<file path="src/rtl/rxa_pkg.sv">
package rxa_pkg;
  localparam int ID_W = 29;

  typedef struct packed {
    logic            valid;
    logic            xmit;
    logic            ext;
    logic            umask;
    logic            eob;
    logic [ID_W-1:0] id;
    logic [ID_W-1:0] mask;
  } rx_filt_t;
endpackage

</file>
<file path="src/rtl/rxa_match.sv">
module rxa_match
  import rxa_pkg::*;
#(
  parameter int N_OBJ = 16
) (
  input  rx_filt_t [N_OBJ-1:0] filt,
  input  logic                 frm_ext,
  input  logic [ID_W-1:0]      frm_id,
  output logic [N_OBJ-1:0]     cand_vec,
  output logic [N_OBJ-1:0]     rxv_vec,
  output logic [N_OBJ-1:0]     eob_vec
);
  for (genvar g = 0; g < N_OBJ; g++) begin : g_obj
    logic [ID_W-1:0] eff_mask;
    logic            id_eq;
    assign eff_mask    = filt[g].umask ? filt[g].mask : {ID_W{1'b1}};
    assign id_eq       = ((frm_id ^ filt[g].id) & eff_mask) == '0;
    assign rxv_vec[g]  = filt[g].valid & ~filt[g].xmit;
    assign eob_vec[g]  = filt[g].eob;
    assign cand_vec[g] = rxv_vec[g] & id_eq & (frm_ext == filt[g].ext);
  end
endmodule

</file>
<file path="src/rtl/rxa_pick.sv">
module rxa_pick #(
  parameter int N_OBJ = 16,
  localparam int IDX_W = $clog2(N_OBJ)
) (
  input  logic [N_OBJ-1:0] cand_vec,
  input  logic [N_OBJ-1:0] rxv_vec,
  input  logic [N_OBJ-1:0] eob_vec,
  input  logic [N_OBJ-1:0] full_vec,
  output logic             go,
  output logic             ovw,
  output logic [IDX_W-1:0] sel
);
  logic             stop, found, tail_found, tail_match;
  logic [IDX_W-1:0] sel_free, sel_tail;

  always_comb begin
    stop       = 1'b0;
    found      = 1'b0;
    tail_found = 1'b0;
    tail_match = 1'b0;
    sel_free   = '0;
    sel_tail   = '0;
    for (int i = 0; i < N_OBJ; i++) begin
      if (!stop) begin
        if (cand_vec[i] && !full_vec[i] && !found) begin
          found    = 1'b1;
          sel_free = IDX_W'(i);
        end
        if (rxv_vec[i] && eob_vec[i]) begin
          stop       = 1'b1;
          tail_found = 1'b1;
          tail_match = cand_vec[i];
          sel_tail   = IDX_W'(i);
        end
      end
    end
    ovw = !found && tail_found && tail_match;
    go  = found || ovw;
    sel = found ? sel_free : sel_tail;
  end
endmodule

</file>
<file path="src/rtl/rxa_objs.sv">
module rxa_objs
  import rxa_pkg::*;
#(
  parameter int N_OBJ  = 16,
  parameter int DATA_W = 64,
  parameter int DLC_W  = 4,
  localparam int IDX_W = $clog2(N_OBJ)
) (
  input  logic                 clk,
  input  logic                 rst_n,
  input  logic                 cfg_wr,
  input  logic [IDX_W-1:0]     cfg_sel,
  input  rx_filt_t             cfg_filt,
  input  logic                 ack_wr,
  input  logic [IDX_W-1:0]     ack_sel,
  input  logic                 st_en,
  input  logic [IDX_W-1:0]     st_sel,
  input  logic [ID_W-1:0]      st_id,
  input  logic [DLC_W-1:0]     st_dlc,
  input  logic [DATA_W-1:0]    st_data,
  input  logic [IDX_W-1:0]     rd_sel,
  output rx_filt_t [N_OBJ-1:0] filt,
  output logic [N_OBJ-1:0]     newdat,
  output logic [ID_W-1:0]      rd_id,
  output logic [DLC_W-1:0]     rd_dlc,
  output logic [DATA_W-1:0]    rd_data,
  output logic                 rd_intpnd,
  output logic                 rd_msglst
);
  logic [ID_W-1:0]   rid_a  [N_OBJ];
  logic [DLC_W-1:0]  rdlc_a [N_OBJ];
  logic [DATA_W-1:0] rdat_a [N_OBJ];
  logic [N_OBJ-1:0]  intpnd, msglst;

  for (genvar g = 0; g < N_OBJ; g++) begin : g_obj
    logic              cfg_hit, st_hit, ack_hit;
    logic              nd_q, ip_q, ml_q, nd_n, ip_n, ml_n;
    rx_filt_t          f_q;
    logic [ID_W-1:0]   id_q;
    logic [DLC_W-1:0]  dlc_q;
    logic [DATA_W-1:0] dat_q;

    assign cfg_hit = cfg_wr && (cfg_sel == IDX_W'(g));
    assign st_hit  = st_en  && (st_sel  == IDX_W'(g));
    assign ack_hit = ack_wr && (ack_sel == IDX_W'(g));

    always_comb begin
      nd_n = nd_q;
      ip_n = ip_q;
      ml_n = ml_q;
      if (cfg_hit) begin
        nd_n = 1'b0;
        ip_n = 1'b0;
        ml_n = 1'b0;
      end else if (st_hit) begin
        nd_n = 1'b1;
        ip_n = 1'b1;
        ml_n = ml_q | nd_q;
      end else if (ack_hit) begin
        nd_n = 1'b0;
        ip_n = 1'b0;
        ml_n = 1'b0;
      end
    end

    always_ff @(posedge clk or negedge rst_n) begin
      if (!rst_n) begin
        f_q  <= '0;
        nd_q <= 1'b0;
        ip_q <= 1'b0;
        ml_q <= 1'b0;
      end else begin
        if (cfg_hit) f_q <= cfg_filt;
        nd_q <= nd_n;
        ip_q <= ip_n;
        ml_q <= ml_n;
      end
    end

    always_ff @(posedge clk) begin
      if (st_hit) begin
        id_q  <= st_id;
        dlc_q <= st_dlc;
        dat_q <= st_data;
      end
    end

    assign filt[g]   = f_q;
    assign newdat[g] = nd_q;
    assign intpnd[g] = ip_q;
    assign msglst[g] = ml_q;
    assign rid_a[g]  = id_q;
    assign rdlc_a[g] = dlc_q;
    assign rdat_a[g] = dat_q;
  end

  assign rd_id     = rid_a[rd_sel];
  assign rd_dlc    = rdlc_a[rd_sel];
  assign rd_data   = rdat_a[rd_sel];
  assign rd_intpnd = intpnd[rd_sel];
  assign rd_msglst = msglst[rd_sel];
endmodule

</file>
<file path="src/rtl/rxa_alloc.sv">
module rxa_alloc
  import rxa_pkg::*;
#(
  parameter int N_OBJ  = 16,
  parameter int DATA_W = 64,
  parameter int DLC_W  = 4,
  localparam int IDX_W = $clog2(N_OBJ)
) (
  input  logic              clk,
  input  logic              rst_n,
  input  logic              frm_valid,
  input  logic              frm_ext,
  input  logic [ID_W-1:0]   frm_id,
  input  logic [DLC_W-1:0]  frm_dlc,
  input  logic [DATA_W-1:0] frm_data,
  input  logic              cfg_wr,
  input  logic [IDX_W-1:0]  cfg_sel,
  input  logic              cfg_valid,
  input  logic              cfg_xmit,
  input  logic              cfg_ext,
  input  logic              cfg_umask,
  input  logic              cfg_eob,
  input  logic [ID_W-1:0]   cfg_id,
  input  logic [ID_W-1:0]   cfg_mask,
  input  logic              ack_wr,
  input  logic [IDX_W-1:0]  ack_sel,
  input  logic [IDX_W-1:0]  rd_sel,
  output logic [ID_W-1:0]   rd_id,
  output logic [DLC_W-1:0]  rd_dlc,
  output logic [DATA_W-1:0] rd_data,
  output logic              rd_intpnd,
  output logic              rd_msglst,
  output logic [N_OBJ-1:0]  newdat_vec,
  output logic              wr_done,
  output logic [IDX_W-1:0]  wr_idx,
  output logic              wr_lost
);
  logic [1:0]           rst_sync;
  logic                 srst_n;
  rx_filt_t             cfg_filt;
  rx_filt_t [N_OBJ-1:0] filt;
  logic [N_OBJ-1:0]     cand_vec, rxv_vec, eob_vec;
  logic                 go, ovw, st_en;
  logic [IDX_W-1:0]     sel;
  logic                 done_n, lost_n;
  logic [IDX_W-1:0]     idx_n;

  always_ff @(posedge clk or negedge rst_n) begin
    if (!rst_n) rst_sync <= 2'b00;
    else        rst_sync <= {rst_sync[0], 1'b1};
  end
  assign srst_n = rst_sync[1];

  assign cfg_filt = '{valid: cfg_valid, xmit: cfg_xmit, ext: cfg_ext,
                      umask: cfg_umask, eob: cfg_eob, id: cfg_id, mask: cfg_mask};

  rxa_match #(.N_OBJ(N_OBJ)) u_match (
    .filt(filt), .frm_ext(frm_ext), .frm_id(frm_id),
    .cand_vec(cand_vec), .rxv_vec(rxv_vec), .eob_vec(eob_vec)
  );

  rxa_pick #(.N_OBJ(N_OBJ)) u_pick (
    .cand_vec(cand_vec), .rxv_vec(rxv_vec), .eob_vec(eob_vec),
    .full_vec(newdat_vec), .go(go), .ovw(ovw), .sel(sel)
  );

  assign st_en = frm_valid && go && !(cfg_wr && (cfg_sel == sel));

  rxa_objs #(.N_OBJ(N_OBJ), .DATA_W(DATA_W), .DLC_W(DLC_W)) u_objs (
    .clk(clk), .rst_n(srst_n),
    .cfg_wr(cfg_wr), .cfg_sel(cfg_sel), .cfg_filt(cfg_filt),
    .ack_wr(ack_wr), .ack_sel(ack_sel),
    .st_en(st_en), .st_sel(sel), .st_id(frm_id), .st_dlc(frm_dlc), .st_data(frm_data),
    .rd_sel(rd_sel), .filt(filt), .newdat(newdat_vec),
    .rd_id(rd_id), .rd_dlc(rd_dlc), .rd_data(rd_data),
    .rd_intpnd(rd_intpnd), .rd_msglst(rd_msglst)
  );

  always_comb begin
    done_n = st_en;
    idx_n  = st_en ? sel : wr_idx;
    lost_n = st_en && ovw;
  end

  always_ff @(posedge clk or negedge srst_n) begin
    if (!srst_n) begin
      wr_done <= 1'b0;
      wr_idx  <= '0;
      wr_lost <= 1'b0;
    end else begin
      wr_done <= done_n;
      wr_idx  <= idx_n;
      wr_lost <= lost_n;
    end
  end
endmodule

</file>
<file path="config.mk">
export PLATFORM = sky130hd
export DESIGN_NAME = rxa_alloc
export DESIGN_NICKNAME = d
export VERILOG_FILES = /design/src/rtl/rxa_pkg.sv /design/src/rtl/rxa_match.sv /design/src/rtl/rxa_pick.sv /design/src/rtl/rxa_objs.sv /design/src/rtl/rxa_alloc.sv
export SDC_FILE = /design/constraint.sdc
export NUM_CORES = 2
export LEC_CHECK = 0
export ABC_AREA = 1
export ABC_CLOCK_PERIOD_IN_PS = 48800
export BUFFER_PORTS_ARGS = -buffer_cell sky130_fd_sc_hd__buf_4
export CAP_MARGIN = 20
export CELL_PAD_IN_SITES_DETAIL_PLACEMENT = 0
export CELL_PAD_IN_SITES_GLOBAL_PLACEMENT = 1
export CORE_ASPECT_RATIO = 0.5
export CORE_MARGIN = 2
export CORE_UTILIZATION = 26
export DETAILED_ROUTE_END_ITERATION = 12
export PLACE_DENSITY_LB_ADDON = 0.08
export SLEW_MARGIN = 20
export SYNTH_ARGS = -nofsm -noshare
export SYNTH_HDL_FRONTEND = slang
export SYNTH_HIERARCHICAL = 1
export SYNTH_SLANG_ARGS = --single-unit
</file>
<file path="constraint.sdc">
create_clock -name clk -period 48.8 [get_ports clk]
set_clock_uncertainty 0.2 [all_clocks]
set_input_delay 2.44 -clock clk [delete_from_list [all_inputs] [get_ports clk]]
set_output_delay 2.44 -clock clk [all_outputs]
set_load 0.05 [all_outputs]
</file>
# Word level (Yosys, flattened, before mapping)
# Cells that the tools add are included.
[totals]
reg_bits = 2600
word_cells = 806
[classes]
mux = 263
n_reduce_logical = 170
order_cmp = 2
n_bitwise = 113
eq_ne = 62
[ops]
columns = ["operator", "count"]
rows = [
  ["$mux W29", 18],
  ["$and A29 B29 Y29", 16],
  ["$logic_not A29 Y1", 16],
  ["$xor A29 B29 Y29", 16],
  ["$bmux W64 S4", 1],
  ["$mux W4", 61],
  ["$mux W1", 177],
  ["$mux W64", 2],
  ["$bmux W29 S4", 1],
  ["$logic_and A1 B1 Y1", 101],
  ["$eq A4 B4 Y1 const B", 24],
  ["$and A1 B1 Y1", 48],
  ["$eq A4 B3 Y1 const B", 12],
  ["$reduce_bool A3 Y1", 16],
  ["$logic_not A1 Y1", 33],
  ["$eq A4 B2 Y1 const B", 6],
  ["$bmux W4 S4", 1],
  ["$eq A1 B1 Y1", 16],
  ["$not A1 Y1", 16],
  ["$or A1 B1 Y1", 16],
  ["$eq A4 B1 Y1 const B", 3],
  ["$logic_not A4 Y1", 3],
  ["$bmux W1 S4", 2],
  ["$ge A5 B5 Y1 const B", 1],
  ["4 further kinds", 4],
]

# Logic depth before layout (Yosys ltp)
[logic_depth]
ltp_word = 76
depth_mapped = 39

# Modules after synthesis
# The synthesis kept the hierarchy.
[modules_own_cells]
columns = ["module", "instances", "area_each_um2", "seq_area_each_um2", "cells_each"]
rows = [
  ["rxa_objs", 1, 104148.6, 72629.7, 9962],
  ["rxa_match", 1, 15559.9, 0.0, 3749],
  ["rxa_pick", 1, 972.2, 0.0, 194],
  ["rxa_alloc", 1, 367.9, 200.2, 45],
]

# Worst setup path after synthesis
# Ideal clock, no wire load.
[synth_timing]
kind = "input-to-reg"
from = "input port frm_id[28]"
to = "register u_objs.g_obj[0].ml_q"
n_path_buf = 3
arrival_ns = 9.853
setup_ns = 0.101
stages = 33
required_ns = 48.499
path_slack_ns = 38.646
path_cell_list = "buf_4 > clkinv_2 > buf_6 > nand2_1 > nand3_1 > nand2_1 > clkinv_1 > nand2_1 > nor2_1 > nand2_1 > nor2_1 > nand3_1 > nand2_1 > nor2_1 > nand3_1 > nor2_2 > nand4_1 > nor2_2 > nand4_2 > nor2_2 > nand3_2 > nor2_2 > nor2_2 > nor2_1 > nor2_2 > nand3_2 > nand2_4 > inv_1 > clkbuf_1 > nand3_1 > nor2_1 > nand2_1 > o22ai_1"
[synth_lines]
columns = ["item", "line_no", "source"]
rows = [
  ["start, declared", "rxa_alloc.sv:13", "input logic [ID_W-1:0] frm_id,"],
  ["$xor A29 B29 Y29 (*)", "rxa_match.sv:17", "assign id_eq = ((frm_id ^ filt[g].id) & eff_mask) == '0;"],
  ["$and A29 B29 Y29 (*)", "rxa_match.sv:17", ""],
  ["$logic_not A29 Y1 (*)", "rxa_match.sv:17", ""],
  ["$and A1 B1 Y1 (*) (2 in a row)", "rxa_match.sv:20", "assign cand_vec[g] = rxv_vec[g] & id_eq & (frm_ext == filt[g].ext);"],
  ["net cand_vec[1]", "rxa_alloc.sv:42", "logic [N_OBJ-1:0] cand_vec, rxv_vec, eob_vec;"],
  ["$logic_and A1 B1 Y1 (*) (2 in a row)", "rxa_pick.sv:25", "if (cand_vec[i] && !full_vec[i] && !found) begin"],
  ["$mux W1 (*)", "rxa_pick.sv:25", ""],
  ["$mux W1 (*)", "rxa_pick.sv:24", "if (!stop) begin"],
  ["[... 57 more ...]", "n/a", ""],
  ["net sel[3]", "rxa_alloc.sv:44", "logic [IDX_W-1:0] sel;"],
  ["[... 1 more ...]", "n/a", ""],
  ["$logic_and A1 B1 Y1 (*)", "rxa_alloc.sv:67", "assign st_en = frm_valid && go && !(cfg_wr && (cfg_sel == sel));"],
  ["$logic_not A1 Y1 (*)", "rxa_alloc.sv:67", ""],
  ["$logic_and A1 B1 Y1 (*)", "rxa_alloc.sv:67", ""],
  ["net done_n", "rxa_alloc.sv:45", "logic done_n, lost_n;"],
  ["$logic_and A1 B1 Y1 (*)", "rxa_objs.sv:44", "assign st_hit = st_en && (st_sel == IDX_W'(g));"],
  ["net u_objs.g_obj[0].st_hit", "rxa_objs.sv:36", "logic cfg_hit, st_hit, ack_hit;"],
  ["$mux W1", "rxa_objs.sv:55", "end else if (st_hit) begin"],
  ["$mux W1", "rxa_objs.sv:51", "if (cfg_hit) begin"],
  ["end signal, assigned", "rxa_objs.sv:76", "ml_q <= ml_n;"],
  ["end, declared", "rxa_objs.sv:37", "logic nd_q, ip_q, ml_q, nd_n, ip_n, ml_n;"],
]
# Mark *: on every way through the listed nets, which the timed path passes. The rest lies on a longest branch.
# A chain may end at the register's enable or synchronous reset.

# Worst setup path in the final report
[layout_timing]
from = "input port frm_id[5]"
to = "register u_objs.g_obj[9].dat_q[31], enable pin"
[layout_lines]
columns = ["item", "line_no", "source"]
rows = [
  ["$xor A29 B29 Y29 (*)", "rxa_match.sv:17", ""],
  ["$and A29 B29 Y29 (*)", "rxa_match.sv:17", ""],
  ["$logic_not A29 Y1 (*)", "rxa_match.sv:17", ""],
  ["$and A1 B1 Y1 (*) (2 in a row)", "rxa_match.sv:20", ""],
  ["net cand_vec[1]", "rxa_alloc.sv:42", ""],
  ["$logic_and A1 B1 Y1 (*) (2 in a row)", "rxa_pick.sv:25", ""],
  ["$mux W1 (*)", "rxa_pick.sv:25", ""],
  ["$mux W1 (*)", "rxa_pick.sv:24", ""],
  ["[... 57 more ...]", "n/a", ""],
  ["net sel[1]", "rxa_alloc.sv:44", ""],
  ["$eq A4 B4 Y1 (*)", "rxa_alloc.sv:67", ""],
  ["$logic_and A1 B1 Y1 (*)", "rxa_alloc.sv:67", ""],
  ["$logic_not A1 Y1 (*)", "rxa_alloc.sv:67", ""],
  ["$logic_and A1 B1 Y1 (*)", "rxa_alloc.sv:67", ""],
  ["net done_n", "rxa_alloc.sv:45", ""],
  ["$logic_and A1 B1 Y1 (*)", "rxa_objs.sv:44", ""],
  ["net u_objs.g_obj[9].st_hit", "rxa_objs.sv:36", ""],
  ["end signal, assigned", "rxa_objs.sv:84", "dat_q <= st_data;"],
  ["end, declared", "rxa_objs.sv:41", "logic [DATA_W-1:0] dat_q;"],
]
# Marked as above.

==> flow_metrics.py <==
metrics = {
    "outcome": {
        "outcome": "finished, final reports clean",
    },
    "route": {
        "avgViaCountPerCell": 4.345,
        "drc_errors": 0,
        "routedWlPerCell_um": 22.59,
        "wl_mm": 457.7,
        "first_pass_iters": 6,
        "drt-initial-drc-count": 6483,
        "via_count": 88060,
        "ant_nets": 0,
    },
    "critical_path": {
        "slowest_delay_ns": 0.84,
        "crit_path_start": "frm_id[5]",
        "crit_type": "input pin to flip-flop",
        "slowest_stage": "nor2_4",
        "path_max_fanout": 33,
        "r2r-start": "u_objs/filt[437]$_DFFE_PN0P_",
        "arrival_ns": 9.28,
        "endpoint_kind": "flip-flop",
        "crit_required_ns": 49.15,
        "cp_common_cell": "nand2_1",
        "startpoint_type": "input pin",
    },
    "clock_network": {
        "clock_latency_ns": 0.91,
        "cts_hold_buf": 0,
        "cts_resized": 0,
        "cts.path.max_buffers": 4,
        "cts_tree": "yes",
        "cts_setup_buffers": 0,
        "cts_sinks": 2600,
        "cts_buffers": 287,
        "cts-htree-levels": 5,
        "clk_pin_slew_ns": 0.06,
        "root_buffer": "clkbuf_16",
    },
    "timing": {
        "finalHoldViolCount": 0,
        "setup_violations": 0,
        "fin_crit_ns": 8.930,
        "rsz0062_at_grt": "no",
        "setup_tns_ns": 0,
        "slew_violations": 0,
        "tightest_slew_ns": 1.166,
        "holdWs_ns": 0.1538,
        "fin_crit_sh": 0.1830,
        "relSlewSlack": 0.2228,
        "fmaxAchievable_mhz": 112.0,
    },
    "logic_synthesis": {
        "syn_inst": 13950,
        "async_reset_ff_frac": 0.4031,
        "seq_area_frac_synth": 0.6017,
        "yosys-top-cells-count": "nand2_1 (5054), inv_1 (2391), nand3_1 (1605)",
        "yosys.cell_count.top_type": "nand2_1",
        "ys_warn_count": 6,
        "synth-edff-count": 1552,
        "synth_top_area_frac": 0.3850,
        "synth_top_cell_by_area": "edfxtp_1",
        "synthFlopType": "edfxtp_1",
        "synth_nets": 14130,
        "synth_cell_types": 48,
        "syn_area_um2": 121000,
        "ys_seq_elements": 2600,
        "synth.avg_cell_area_um2": 8.677,
        "synth_area_leaders": "edfxtp_1 (39%), dfrtp_1 (22%), nand2_1 (16%)",
    },
    "global_route": {
        "grt_pass1_vias": 84840,
        "grt_pass1_wl_mm": 651.0,
        "antenna_found_initial": 64,
        "grt_overflow_total": 0,
        "grt_max_degree": 172,
        "grtUsageTotal": 0.1904,
    },
    "floorplan": {
        "core-area_um2": 464400,
        "die_area_um2": 471400,
        "start_util": 0.2607,
        "die_w_um": 969.0,
        "die_y_um": 486.5,
        "rows": 177,
        "io-pin-count": 299,
    },
    "cells_and_area": {
        "layout-drive-gt1-share": 0.06987,
        "n_fill_cell": 49290,
        "register_area_um2": 72850,
        "multi_input_area_um2": 34400,
        "nNetsFinal": 14050,
        "area_delta_synth_final_pct": 12.80,
    },
    "worst_hold_path": {
        "hp-start": "rst_sync[0]$_DFF_PN0_",
        "hold_class": "flip-flop to flip-flop",
    },
    "power": {
        "combinationalPowerShare": 0.159,
        "p_sw_uw": 1768,
        "clockPowerShare": 0.372,
        "p_leak_uw": 0.06264,
        "power.share.sequential": 0.469,
        "swShare": 0.3065,
        "ir_drop_mv": 0.02595,
        "internal_power_uw": 4000,
        "power_density_nw_per_um2": 42.24,
    },
    "placement": {
        "gp_congestion": 0.7804,
        "port_buffers": 298,
        "hpwl_mm": 258.1,
    },
    "job": {
        "drv_cap": 0,
    },
}
-- cells in the final DEF, fill, tap and decap left out, types with 4 or more instances in the layout --
master and n:
inv_8 16, nand2_8 4, inv_6 20, nand3_4 5, edfxtp_1 1552, clkinv_1 91
nand4_1 38, dfrtp_2 16, nand3_1 1601, o21ai_0 877, nand2_2 75, or2_1 24
dfrtp_1 1031, nand3_2 4, a21oi_1 6, nand3b_1 7, inv_2 8, nor2_1 150
clkbuf_16 296, buf_12 10, bufinv_16 6, clkbuf_1 81, inv_4 7, nor3_1 6
clkbuf_8 24, o211ai_1 7, diode_2 20, buf_4 399, o22ai_1 9, or2_2 8
clkinv_2 51, nor2_4 8, nor2_2 7, nand2_1 5054, clkinv_8 4, o21ai_1 163
inv_1 2380
-- path summary, 6_finish.rpt --
path / to / slack, ns / cells past startpoint
worst max-delay path: u_objs/g_obj[9].dat_q[31]$_DFFE_PP_ / 39.87 / 34
worst min-delay path: rst_sync[1]$_DFF_PN0_ / 0.15 / 0
worst max register to register: u_objs/g_obj[9].dat_q[31]$_DFFE_PP_ / 40.93 / 26
max in group asynchronous: u_objs/filt[842]$_DFFE_PN0P_ / 44.72 / 4
worst min register to register: rst_sync[1]$_DFF_PN0_ / 0.15 / 0
min in group asynchronous: u_objs/filt[596]$_DFFE_PN0P_ / 0.21 / 0
-- cell families (layout without fill, tap and decap cells) --
family | after synthesis | after routing | synth area share
AO/OA/AOI/OAI | 1067 | 1067 | 0.04449
other | 1 | 21 | 0.00003098
buffers and inverters | 3280 | 3399 | 0.1154
AND/OR/NAND/NOR | 7000 | 7000 | 0.2383
XOR/XNOR | 2 | 2 | 0.0001447
flip-flops | 2600 | 2600 | 0.6017
-- final cells by class --
| class | count | share of cell area |
|---|---|---|
| clock buffer | 400 | 0.05879 |
| sequential | 2600 | 0.5335 |
| antenna | 20 | 0.0003665 |
| multi-input combinational | 8070 | 0.2519 |
| inverter | 2495 | 0.07013 |
| timing repair buffer | 413 | 0.02383 |
| clock inverter | 91 | 0.004866 |
| tap | 6175 | 0.05658 |
-- sequential cells by signal, summed over array words and instances, names as in the netlist --
name and count:
wr_done 1, u_objs/filt 1008, u_objs/g_obj.ml_q 16, rst_sync 2
u_objs/g_obj.dat_q 1024, u_objs/g_obj.ip_q 16, u_objs/g_obj.id_q 464, wr_idx 4
u_objs/g_obj.dlc_q 64, wr_lost 1
-- per-stage QoR --
step / cell area [µm²] / worst slack [ns] / std cells / utilization / power (µW)
after floorplan: 121000 / 17.22 / 13950 / - / 3316
after global routing: 136500 / 39.46 / 20250 / 0.2940 / 6092
after global placement: 127800 / 38.93 / 19750 / 0.2752 / 3681
after CTS: 136500 / 39.71 / 20240 / 0.2939 / 5879
final: 136500 / 39.87 / 20260 / 0.2940 / 5767
after detailed placement: 127800 / 38.93 / 19750 / 0.2752 / 3684
-- critical path: cells and delay by family --
kind | cells | cell delay [ns]
and+or+nand+nor | 25 | 3.69
buffers and inverters | 9 | 2.97
-- layer usage --
metal	track usage	vias to the layer above	part of all wire
li1	-	43260	-
met1	0.2727	42950	0.49
met3	0.02183	503	0.033
met2	0.3091	1331	0.46
met4	0.04388	18	0.024
met5	0	-	0.00024
-- power groups by stage --
stage | clock network (µW) | registers, µW | logic [µW]
after floorplan | 0 | 2710 | 603
after global placement | 0 | 2750 | 934
after detailed placement | 0 | 2750 | 935
after CTS | 2230 | 2710 | 937
after global routing | 2320 | 2730 | 1040
final | 2150 | 2710 | 914
Power figures use the tool's default switching activity.
